### src/rtl/mbx_pkg.sv
package mbx_pkg;
  // byte offsets of the register groups
  localparam int OFS_REV      = 'h000;
  localparam int OFS_CFG      = 'h010;
  localparam int OFS_SYS      = 'h014;
  localparam int OFS_MSG      = 'h040;
  localparam int OFS_FULL     = 'h080;
  localparam int OFS_CNT      = 'h0C0;
  localparam int OFS_USR      = 'h100;
  localparam int USR_STRIDE   = 8;
  localparam int BOX_STRIDE   = 4;

  localparam logic [31:0] REV_VALUE = 32'h0000_0021;
  localparam logic [31:0] CFG_MASK  = 32'h0000_0011;
  localparam logic [31:0] SYS_READY = 32'h0000_0001;
endpackage

### src/rtl/mbx_fifo.sv
module mbx_fifo #(
  parameter int DW    = 32,
  parameter int DEPTH = 4,
  localparam int PW   = (DEPTH > 1) ? $clog2(DEPTH) : 1,
  localparam int CW   = $clog2(DEPTH + 1)
) (
  input  logic          clk,
  input  logic          rst_n,
  input  logic          push,
  input  logic          pop,
  input  logic [DW-1:0] wdata,
  output logic [DW-1:0] rdata,
  output logic [CW-1:0] count,
  output logic          full,
  output logic          pushed,
  output logic          freed
);
  logic [DW-1:0] mem [DEPTH];
  logic [PW-1:0] rd_ptr, wr_ptr;
  logic          empty, do_push, do_pop;

  function automatic logic [PW-1:0] nxt(input logic [PW-1:0] p);
    return (p == PW'(DEPTH - 1)) ? '0 : p + 1'b1;
  endfunction

  assign full    = (count == CW'(DEPTH));
  assign empty   = (count == '0);
  assign do_push = push && !full;
  assign do_pop  = pop && !empty;
  assign pushed  = do_push;
  assign freed   = do_pop && full;
  assign rdata   = empty ? '0 : mem[rd_ptr];

  always_ff @(posedge clk or negedge rst_n) begin
    if (!rst_n) begin
      rd_ptr <= '0;
      wr_ptr <= '0;
      count  <= '0;
    end else begin
      if (do_push) wr_ptr <= nxt(wr_ptr);
      if (do_pop)  rd_ptr <= nxt(rd_ptr);
      count <= count + CW'(do_push) - CW'(do_pop);
    end
  end

  always_ff @(posedge clk) begin
    if (do_push) mem[wr_ptr] <= wdata;
  end

  // a write into a full queue leaves the count where it was
  p_no_overflow_r2: assert property (@(posedge clk) disable iff (!rst_n)
    (full && push && !pop) |=> $stable(count));
  // popping an empty queue does not wrap the count
  p_no_underflow_r2: assert property (@(posedge clk) disable iff (!rst_n)
    (empty && pop && !push) |=> (count == '0));
  // count never exceeds the depth
  p_count_bound_r4: assert property (@(posedge clk) disable iff (!rst_n)
    count <= CW'(DEPTH));
endmodule

### src/rtl/mbx_user_irq.sv
module mbx_user_irq #(
  parameter int EW = 12
) (
  input  logic          clk,
  input  logic          rst_n,
  input  logic [EW-1:0] evt,
  input  logic          clr_we,
  input  logic          en_we,
  input  logic [EW-1:0] wdata,
  output logic [EW-1:0] status,
  output logic [EW-1:0] enable,
  output logic          irq
);
  logic [EW-1:0] clr_mask;

  assign clr_mask = clr_we ? wdata : '0;
  assign irq      = |(status & enable);

  always_ff @(posedge clk or negedge rst_n) begin
    if (!rst_n) begin
      status <= '0;
      enable <= '0;
    end else begin
      // hardware events are applied after the clear so they win
      status <= (status & ~clr_mask) | evt;
      if (en_we) enable <= wdata;
    end
  end

  // every posted event shows in status on the next cycle
  p_event_lands_r5: assert property (@(posedge clk) disable iff (!rst_n)
    (evt != '0) |=> ((status & $past(evt)) == $past(evt)));
  // bits written as one are cleared when no event competes
  p_w1c_r6: assert property (@(posedge clk) disable iff (!rst_n)
    (clr_we && evt == '0) |=> ((status & $past(wdata)) == '0));
  // bits written as zero are kept
  p_w0_keep_r6: assert property (@(posedge clk) disable iff (!rst_n)
    (clr_we) |=> ((status & ~$past(wdata)) == ($past(status) & ~$past(wdata))));
  // with nothing enabled the line stays low
  p_irq_gated_r7: assert property (@(posedge clk) disable iff (!rst_n)
    (enable == '0) |-> !irq);
endmodule

### src/rtl/mbx_top.sv
module mbx_top #(
  parameter int NB    = 6,
  parameter int NU    = 4,
  parameter int DEPTH = 4,
  parameter int DW    = 32,
  parameter int AW    = 9,
  localparam int EW   = 2 * NB,
  localparam int CW   = $clog2(DEPTH + 1)
) (
  input  logic          clk,
  input  logic          rst_n,
  input  logic          bus_req,
  input  logic          bus_we,
  input  logic [AW-1:0] bus_addr,
  input  logic [DW-1:0] bus_wdata,
  output logic [DW-1:0] bus_rdata,
  output logic [NU-1:0] irq_o
);
  import mbx_pkg::*;

  logic          wr_acc, rd_acc;
  logic [DW-1:0] q_rdata [NB];
  logic [CW-1:0] q_count [NB];
  logic [NB-1:0] q_full, q_pushed, q_freed, sel_msg;
  logic [EW-1:0] evt;
  logic [EW-1:0] u_status [NU];
  logic [EW-1:0] u_enable [NU];
  logic [NU-1:0] sel_st, sel_en;
  logic [DW-1:0] cfg_q;

  assign wr_acc = bus_req && bus_we;
  assign rd_acc = bus_req && !bus_we;

  for (genvar m = 0; m < NB; m++) begin : g_box
    assign sel_msg[m] = (bus_addr == AW'(OFS_MSG + BOX_STRIDE * m));

    mbx_fifo #(.DW(DW), .DEPTH(DEPTH)) u_fifo (
      .clk    (clk),
      .rst_n  (rst_n),
      .push   (wr_acc && sel_msg[m]),
      .pop    (rd_acc && sel_msg[m]),
      .wdata  (bus_wdata),
      .rdata  (q_rdata[m]),
      .count  (q_count[m]),
      .full   (q_full[m]),
      .pushed (q_pushed[m]),
      .freed  (q_freed[m])
    );

    // interleaved event pair: even bit new word, odd bit slot freed
    assign evt[2*m]   = q_pushed[m];
    assign evt[2*m+1] = q_freed[m];
  end

  for (genvar u = 0; u < NU; u++) begin : g_user
    assign sel_st[u] = (bus_addr == AW'(OFS_USR + USR_STRIDE * u));
    assign sel_en[u] = (bus_addr == AW'(OFS_USR + USR_STRIDE * u + 4));

    mbx_user_irq #(.EW(EW)) u_irq (
      .clk    (clk),
      .rst_n  (rst_n),
      .evt    (evt),
      .clr_we (wr_acc && sel_st[u]),
      .en_we  (wr_acc && sel_en[u]),
      .wdata  (bus_wdata[EW-1:0]),
      .status (u_status[u]),
      .enable (u_enable[u]),
      .irq    (irq_o[u])
    );
  end

  always_ff @(posedge clk or negedge rst_n) begin
    if (!rst_n) cfg_q <= '0;
    else if (wr_acc && bus_addr == AW'(OFS_CFG)) cfg_q <= bus_wdata & CFG_MASK;
  end

  always_comb begin
    bus_rdata = '0;
    if (bus_addr == AW'(OFS_REV)) bus_rdata = REV_VALUE;
    if (bus_addr == AW'(OFS_CFG)) bus_rdata = cfg_q;
    if (bus_addr == AW'(OFS_SYS)) bus_rdata = SYS_READY;
    for (int m = 0; m < NB; m++) begin
      if (sel_msg[m]) bus_rdata = q_rdata[m];
      if (bus_addr == AW'(OFS_FULL + BOX_STRIDE * m)) bus_rdata = DW'(q_full[m]);
      if (bus_addr == AW'(OFS_CNT + BOX_STRIDE * m))  bus_rdata = DW'(q_count[m]);
    end
    for (int u = 0; u < NU; u++) begin
      if (sel_st[u]) bus_rdata = DW'(u_status[u]);
      if (sel_en[u]) bus_rdata = DW'(u_enable[u]);
    end
  end

  // configuration never holds bits outside the two idle enables
  p_cfg_mask_r8: assert property (@(posedge clk) disable iff (!rst_n)
    (cfg_q & ~CFG_MASK) == '0);
  // all users see the same event, so a new word reaches user 0 and the last user alike
  p_fanout_r5: assert property (@(posedge clk) disable iff (!rst_n)
    (q_pushed != '0) |=> ((u_status[0] & u_status[NU-1] & $past(evt)) == $past(evt)));
endmodule

### config.mk
export PLATFORM = sky130hd
export DESIGN_NAME = mbx_top
export DESIGN_NICKNAME = d
export VERILOG_FILES = /design/src/rtl/mbx_pkg.sv /design/src/rtl/mbx_fifo.sv /design/src/rtl/mbx_user_irq.sv /design/src/rtl/mbx_top.sv
export SDC_FILE = /design/constraint.sdc
export NUM_CORES = 1
export LEC_CHECK = 0
export ABC_AREA = 1
export BUFFER_PORTS_ARGS = -buffer_cell sky130_fd_sc_hd__buf_2
export CORE_MARGIN = 2
export CORE_UTILIZATION = 50
export DETAILED_ROUTE_END_ITERATION = 8
export GPL_ROUTABILITY_DRIVEN = 0
export PLACE_DENSITY = 0.65
export SYNTH_ARGS = -nofsm -noshare
export SYNTH_HDL_FRONTEND = slang
export SYNTH_SLANG_ARGS = --single-unit
### constraint.sdc
create_clock -name clk -period 2.9 [get_ports clk]
set_input_delay 0.145 -clock clk [delete_from_list [all_inputs] [get_ports clk]]
set_output_delay 0.145 -clock clk [all_outputs]
set_load 0.02 [all_outputs]
-- Word level (Yosys, flattened, before mapping)
Memory sizes are Yosys's and may differ from the RTL's.
Cells that the tools add are included.
- add/sub/neg operators: 24
- $mul: 0
- divide/modulo/power cells: 0
- magnitude comparators: 0
- eq/ne operators: 46
- shift-type cells: 0
- mux-type cells: 63
- bitwise gates (word level): 16
- reductions and logical operators: 65
- operators with widths (cell ; count):
    $mux W32 ; 33
    $eq A9 B8 Y1 const B ; 12
    $and A12 B12 Y12 ; 8
    $eq A9 B9 Y1 const B ; 8
    $eq A9 B7 Y1 const B ; 6
    $mux W12 ; 4
    $not A12 Y12 ; 4
    $or A12 B12 Y12 ; 4
    $reduce_or A12 Y1 ; 4
    $logic_and A1 B1 Y1 ; 41
    $add A2 B1 Y2 const B ; 12
    $eq A2 B2 Y1 const B ; 12
    $mux W2 ; 12
    $add A3 B1 Y3 ; 6
    $eq A3 B3 Y1 const B ; 6
    $eq A9 B5 Y1 const B ; 2
    $logic_not A3 Y1 ; 6
    $sub A3 B1 Y3 ; 6
    $logic_not A1 Y1 ; 13
    $mux W1 ; 12
    $mux W6 ; 2
    $logic_not A9 Y1 ; 1
- flip-flop bits (word level): 140
- latch bits: 0
- bits in writable memories: 768
- memory bits (read-only): 0
- input port bits: 45
- output and inout port bits: 36
- logic and storage cells: 247
- memories kept: 6
- memories (name ; depth ; bits a word ; rd ports ; clocked after Yosys merged registers in ; write ports ; line ; source):
    g_box[0].u_fifo.mem ; 4 ; 32 ; 1 ; 0 ; 1 ; mbx_fifo.sv:18 ; logic [DW-1:0] mem [DEPTH];
    g_box[1].u_fifo.mem ; 4 ; 32 ; 1 ; 0 ; 1 ; mbx_fifo.sv:18 ;
    g_box[2].u_fifo.mem ; 4 ; 32 ; 1 ; 0 ; 1 ; mbx_fifo.sv:18 ;
    g_box[3].u_fifo.mem ; 4 ; 32 ; 1 ; 0 ; 1 ; mbx_fifo.sv:18 ;
    g_box[4].u_fifo.mem ; 4 ; 32 ; 1 ; 0 ; 1 ; mbx_fifo.sv:18 ;
    g_box[5].u_fifo.mem ; 4 ; 32 ; 1 ; 0 ; 1 ; mbx_fifo.sv:18 ;

-- Depth between registers and ports, before layout
- depth after elaboration: 30
- depth in mapped cells: 21

-- Modules after synthesis
Synthesis repeated with hierarchy kept, for this count alone.
- cells, all modules: 4210
- area, all modules: 41900.2 µm²
- by module, submodules not included (module ; instances ; cells each ; area an instance (µm²) ; sequential area each (µm²)):
    mbx_fifo ; 6 ; 560 ; 5889.4 ; 4018.9
    mbx_user_irq ; 4 ; 84 ; 1008.5 ; 600.6
    mbx_top ; 1 ; 514 ; 2529.9 ; 50.0

-- Worst setup path after synthesis
No wires, ideal clock.
- path type: input port to flip-flop
- from: in bus_addr[8]
- to: mem g_box[5].u_fifo.mem[0][0] (enable)
- library setup time: 421 ps
- arrival time: 2731 ps
- required time: 2479 ps
- setup slack: -253 ps
- stages: 8
- path buffers: 1
- cells stage by stage: buf_2 > nor3_1 > inv_1 > nor2_1 > inv_1 > nor3_1 > inv_1 > nor2_1
- cells in the longest elaborated chain, start to end: 5
- RTL lines (what ; line ; source):
    start: declaration ; mbx_top.sv:14 ; input logic [AW-1:0] bus_addr,
    $eq A9 B7 Y1 ; mbx_top.sv:35 ; assign sel_msg[m] = (bus_addr == AW'(OFS_MSG + BOX_STRIDE * m));
    $logic_and A1 B1 Y1 ; mbx_top.sv:40 ; .push (wr_acc && sel_msg[m]),
    $logic_and A1 B1 Y1 ; mbx_fifo.sv:28 ; assign do_push = push && !full;
    named net g_box[5].u_fifo.pushed ; mbx_fifo.sv:15 ; output logic pushed,
    $mux W1 ; mbx_fifo.sv:47 ; if (do_push) mem[wr_ptr] <= wdata;
    $mux W1 (not written as such) ; mbx_fifo.sv:47 ;
    end: declaration ; mbx_fifo.sv:18 ;
The timed path passes the listed nets, and every way through them passes these cells.

-- Worst setup path in the final report
- from: reg g_box[0].u_fifo.rd_ptr[0]
- to: out bus_rdata[7]
- cells in the longest elaborated chain, start to end: 28
- RTL lines (what ; line ; source):
    start: declaration ; mbx_fifo.sv:19 ; logic [PW-1:0] rd_ptr, wr_ptr;
    start signal: assignment ; mbx_fifo.sv:41 ; if (do_pop) rd_ptr <= nxt(rd_ptr);
    $mem_v2 Z4 W32 ; n/a ;
    $mux W32 ; mbx_fifo.sv:32 ; assign rdata = empty ? '0 : mem[rd_ptr];
    $mux W32 ; mbx_top.sv:83 ; if (sel_msg[m]) bus_rdata = q_rdata[m];
    $mux W32 ; mbx_top.sv:84 ; if (bus_addr == AW'(OFS_FULL + BOX_STRIDE * m)) bus_rdata = DW'(q_full[m]);
    $mux W32 ; mbx_top.sv:85 ; if (bus_addr == AW'(OFS_CNT + BOX_STRIDE * m)) bus_rdata = DW'(q_count[m]);
    $mux W32 ; mbx_top.sv:83 ;
    $mux W32 ; mbx_top.sv:84 ;
    $mux W32 ; mbx_top.sv:85 ;
    (+12 left out) ; n/a ;
    $mux W32 ; mbx_top.sv:88 ; if (sel_st[u]) bus_rdata = DW'(u_status[u]);
    $mux W32 ; mbx_top.sv:89 ; if (sel_en[u]) bus_rdata = DW'(u_enable[u]);
    $mux W32 ; mbx_top.sv:88 ;
    $mux W32 ; mbx_top.sv:89 ;
    $mux W32 ; mbx_top.sv:88 ;
    $mux W32 ; mbx_top.sv:89 ;
    $mux W32 ; mbx_top.sv:88 ;
    $mux W32 ; mbx_top.sv:89 ;
    end: declaration ; mbx_top.sv:16 ; output logic [DW-1:0] bus_rdata,
Every way passes these cells.

==> load_flow_metrics.sql <==
INSERT INTO impl_metrics (metric_group, metric, value, unit) VALUES
('run_status', 'status', 'finished with violations', ''),
('run_status', 'violations_in_the_final_reports', 'negative setup slack', ''),
('critical_path', 'worst_setup_path_startpoint', 'g_box[0].u_fifo.rd_ptr[0]', ''),
('synth', 'synth.cell_area', '37400', 'sq um'),
('critical_path', 'worstPathArrival', '3.20', 'ns'),
('cts', 'clockBufferDepth', '3', ''),
('detailed_routing', 'post_drt_wl_per_cell', '23.3', 'microns'),
('placed_design', 'placement.cell_area', '39900', 'sq um'),
('synth', 'synth.avg_cell_area', '12.0', 'sq um'),
('die', 'design.portCount', '81', ''),
('finish', 'final_layout_size_suffix_gt1_share', '16.7', '%'),
('cts', 'clock_latency', '0.66', 'ns'),
('synth', 'ys_top_cells_by_area', 'sky130_fd_sc_hd__edfxtp_1 (62%), sky130_fd_sc_hd__dfrtp_1 (9.4%), sky130_fd_sc_hd__o21ai_0 (7.1%)', ''),
('detailed_routing', 'drcViolationCount', '0', ''),
('synth', 'synth-main-ff-cell', 'sky130_fd_sc_hd__edfxtp_1', ''),
('synth', 'synth.net_count', '3222', ''),
('cts', 'clock-root-buffer', 'sky130_fd_sc_hd__clkbuf_16', ''),
('power_and_ir_drop', 'leakage', '16.1', 'nW'),
('cts', 'worst_setup_hold_path_clk_slew', '0.06', 'ns'),
('critical_path', 'endpoint_kind', 'primary output', ''),
('global_route', 'grt_max_degree', '68', ''),
('timing', 'timing.max_slew.rel_slack', '47.3', '%'),
('cts', 'cts_made_buffers', '93', ''),
('die', 'start_util', '50.4', '%'),
('synth', 'ys_warn_count', '0', ''),
('cts', 'cts.sink_count', '908', ''),
('power_and_ir_drop', 'p_per_area', '625', 'nW/um^2'),
('critical_path', 'critPathKind', 'reg -> out', ''),
('detailed_routing', 'route.antenna.remaining_nets', '0', ''),
('timing', 'post-route-min-period', '3.35', 'ns'),
('detailed_routing', 'drt-total-wl', '101000', 'microns'),
('timing', 'rsz_0062_raised_after_global_routing', 'true', ''),
('critical_path', 'cp_max_fo', '9', ''),
('finish', 'finalInstanceArea', '44400', 'sq um'),
('cts', 'tritoncts', 'built', ''),
('run', 'timing.max_cap.violations', '0', ''),
('power_and_ir_drop', 'total_power', '27.7', 'mW'),
('timing', 'least_setup_slack_across_all_paths_after_layout', '-0.449', 'ns'),
('synth', 'synth_top_area_share', '61.7', '%'),
('timing', 'final_max_slew_viol_count', '0', ''),
('synth', 'synth-async-reset-ratio', '15.4', '%'),
('synth', 'post_synthesis_cell_type_with_the_largest_combined_area', 'sky130_fd_sc_hd__edfxtp_1', ''),
('cts', 'cts-htree-levels', '3', ''),
('synth', 'synth-edff-count', '768', ''),
('global_route', 'antenna_found_initial', '0', ''),
('detailed_routing', 'post_drt_via_cell_ratio', '5.96', ''),
('synth', 'seq_area_frac_synth', '71.0', '%'),
('die', 'die_area', '77000', 'sq um'),
('synth', 'synthCells', '3129', ''),
('finish', 'syn_to_final_growth', '18.7', '%'),
('finish', 'antenna-diode-count', '0', ''),
('placed_design', 'detailedPlacementHpwl', '63000', 'microns'),
('placed_design', 'placedCellCount', '4141', ''),
('critical_path', 'critical_path.endpoint', 'bus_rdata[7]', ''),
('die', 'placementRows', '100', ''),
('placed_design', 'dp_worst_slack', '-0.205', 'ns'),
('detailed_routing', 'initialDrtViolationCount', '2677', ''),
('critical_path', 'worst_r2r_endpoint', 'g_box[0].u_fifo.count[2]', ''),
('timing', 'timing.final.crit_share', '115', '%'),
('critical_path', 'worst_ep_required_time', '2.76', 'ns'),
('finish', 'final_cell_count_no_fill', '4360', ''),
('critical_path', 'worst-r2r-setup-slack', '0.38', 'ns'),
('power_and_ir_drop', 'power.ir.vdd_worst', '0.557', 'mV'),
('timing', 'final-setup-viol-count', '26', ''),
('die', 'floorplan.die.width', '278', 'microns'),
('synth', 'register_bit_total_from_synthesis', '908', ''),
('global_route', 'groute.usage.overall', '26.1', '%'),
('detailed_routing', 'via_count', '25967', ''),
('critical_path', 'start_kind', 'register', ''),
('timing', 'achievable-frequency', '299', 'MHz'),
('timing', 'fin_worst_skew', '0.0328', 'ns');
-- critical path, stage by stage (launching register included) --
cell and delay (ns):
sky130_fd_sc_hd__dfrtp_1 0.40, sky130_fd_sc_hd__clkinvlp_4 0.17, sky130_fd_sc_hd__buf_4 0.18, sky130_fd_sc_hd__buf_12 0.14, sky130_fd_sc_hd__o21ai_0 0.08, sky130_fd_sc_hd__o22ai_1 0.14, sky130_fd_sc_hd__a32oi_1 0.30, sky130_fd_sc_hd__nand4_1 0.22
sky130_fd_sc_hd__a22oi_2 0.29, sky130_fd_sc_hd__nand2_1 0.10, sky130_fd_sc_hd__o21ai_2 0.07, sky130_fd_sc_hd__nand4_1 0.13, sky130_fd_sc_hd__o21ai_1 0.11, sky130_fd_sc_hd__nand2_1 0.07, sky130_fd_sc_hd__buf_2 0.16
-- worst min-delay path by stage --
stage | slack (ns) | depth (start not counted) | startpoint | end
after global placement | 0.17 | 1 | rst_n | g_box[1].u_fifo.wr_ptr[0]
after floorplan | -0.15 | 0 | rst_n | cfg_q[0]
final | 0.02 | 1 | bus_wdata[6] | g_box[4].u_fifo.mem[1][6]
after CTS | 0.0009 | 1 | bus_wdata[6] | g_box[4].u_fifo.mem[1][6]
after detailed placement | 0.18 | 1 | rst_n | g_box[1].u_fifo.wr_ptr[1]
after global routing | 0.01 | 1 | bus_wdata[6] | g_box[5].u_fifo.mem[0][6]
-- layout make-up --
type,instances,area [sq um]
Sequential cell,908,26600
Clock inverter,57,657
Tap cell,969,1210
Timing Repair Buffer,253,2380
Clock buffer,117,2500
Inverter,150,596
Fill cell,5730,29800
Multi-Input combinational cell,1906,10500
-- metrics by stage --
stage,utilization [%],setup TNS (ns),hold slack [ns]
finish,59.8,-5.39,0.0244
global route,59.8,-8.95,0.0120
global placement,53.8,-0.257,0.175
CTS,59.3,-4.22,0.000889
detailed placement,53.8,-0.205,0.185
floorplan,-,-56.22,-0.151
-- timing repair --
action,CTS,global route
hold endpoints to repair,588,0
pin swaps,36,87
resized for setup,162,112
setup buffers,12,3
cloned,1,2
hold buffers,27,0
setup endpoints to repair,32,32
-- cell usage after synthesis, types with 5 or more instances --
library cell / count
sky130_fd_sc_hd__a211oi_1: 9
sky130_fd_sc_hd__a21oi_1: 63
sky130_fd_sc_hd__a221oi_1: 23
sky130_fd_sc_hd__a22o_1: 12
sky130_fd_sc_hd__a31oi_1: 13
sky130_fd_sc_hd__a32o_1: 11
sky130_fd_sc_hd__a32oi_1: 13
sky130_fd_sc_hd__buf_1: 6
sky130_fd_sc_hd__buf_2: 17
sky130_fd_sc_hd__buf_4: 6
sky130_fd_sc_hd__clkbuf_1: 134
sky130_fd_sc_hd__clkinv_1: 5
sky130_fd_sc_hd__dfrtp_1: 140
sky130_fd_sc_hd__edfxtp_1: 768
sky130_fd_sc_hd__fa_1: 6
sky130_fd_sc_hd__ha_1: 42
sky130_fd_sc_hd__inv_1: 140
sky130_fd_sc_hd__nand2_1: 361
sky130_fd_sc_hd__nand3_1: 39
sky130_fd_sc_hd__nand4_1: 32
sky130_fd_sc_hd__nor2_1: 491
sky130_fd_sc_hd__nor2_4: 5
sky130_fd_sc_hd__nor3_1: 25
sky130_fd_sc_hd__o2111ai_1: 5
sky130_fd_sc_hd__o21a_1: 6
sky130_fd_sc_hd__o21ai_0: 534
sky130_fd_sc_hd__o21ai_1: 13
sky130_fd_sc_hd__o22ai_1: 169
sky130_fd_sc_hd__xnor2_1: 6
-- cell usage in the layout, fill, tap and decap left out, types with 35 or more instances in the layout --
cell type                   instances
sky130_fd_sc_hd__a21oi_1           50
sky130_fd_sc_hd__buf_12            35
sky130_fd_sc_hd__buf_2             68
sky130_fd_sc_hd__buf_4             96
sky130_fd_sc_hd__clkbuf_16         96
sky130_fd_sc_hd__dfrtp_1          133
sky130_fd_sc_hd__edfxtp_1         768
sky130_fd_sc_hd__ha_1              42
sky130_fd_sc_hd__inv_1            133
sky130_fd_sc_hd__nand2_1          346
sky130_fd_sc_hd__nor2_1           455
sky130_fd_sc_hd__o21ai_0          473
sky130_fd_sc_hd__o21ai_1           51
sky130_fd_sc_hd__o22ai_1          155
-- sequential cells by signal, summed over array words and instances (netlist names) --
name,flops
g_user.u_irq.status,48
g_box.u_fifo.wr_ptr,12
cfg_q,2
g_user.u_irq.enable,48
g_box.u_fifo.mem,768
g_box.u_fifo.count,18
g_box.u_fifo.rd_ptr,12
-- kinds of logic (layout without fill, tap and decap cells) --
| kind of cell | after synthesis | count (layout) | synth area share, % |
|---|---|---|---|
| buf+inv | 315 | 577 | 3.31 |
| simple gates | 968 | 968 | 10.4 |
| flops | 908 | 908 | 71.0 |
| compound gates | 879 | 879 | 13.2 |
| xor+xnor | 10 | 10 | 0.234 |
| fa+ha+maj | 48 | 48 | 1.73 |
| mux | 1 | 1 | 0.0268 |
-- metal layers --
metal | wire length, microns | GRT usage (%) | share of wire (%)
met5 | 0 | 0 | 0
met3 | 6610 | 3.51 | 6.5
met4 | 3510 | 9.92 | 3.5
met2 | 50900 | 44.4 | 50
met1 | 40400 | 34.3 | 40
-- where the power goes --
group          total, mW  internal [mW]  switching (mW)
registers           14.3           14.2          0.0942
clock network       12.3           7.22            5.10
logic               1.09          0.329           0.759
total               27.7           21.8            5.96
(Power assumes the default switching activity.)
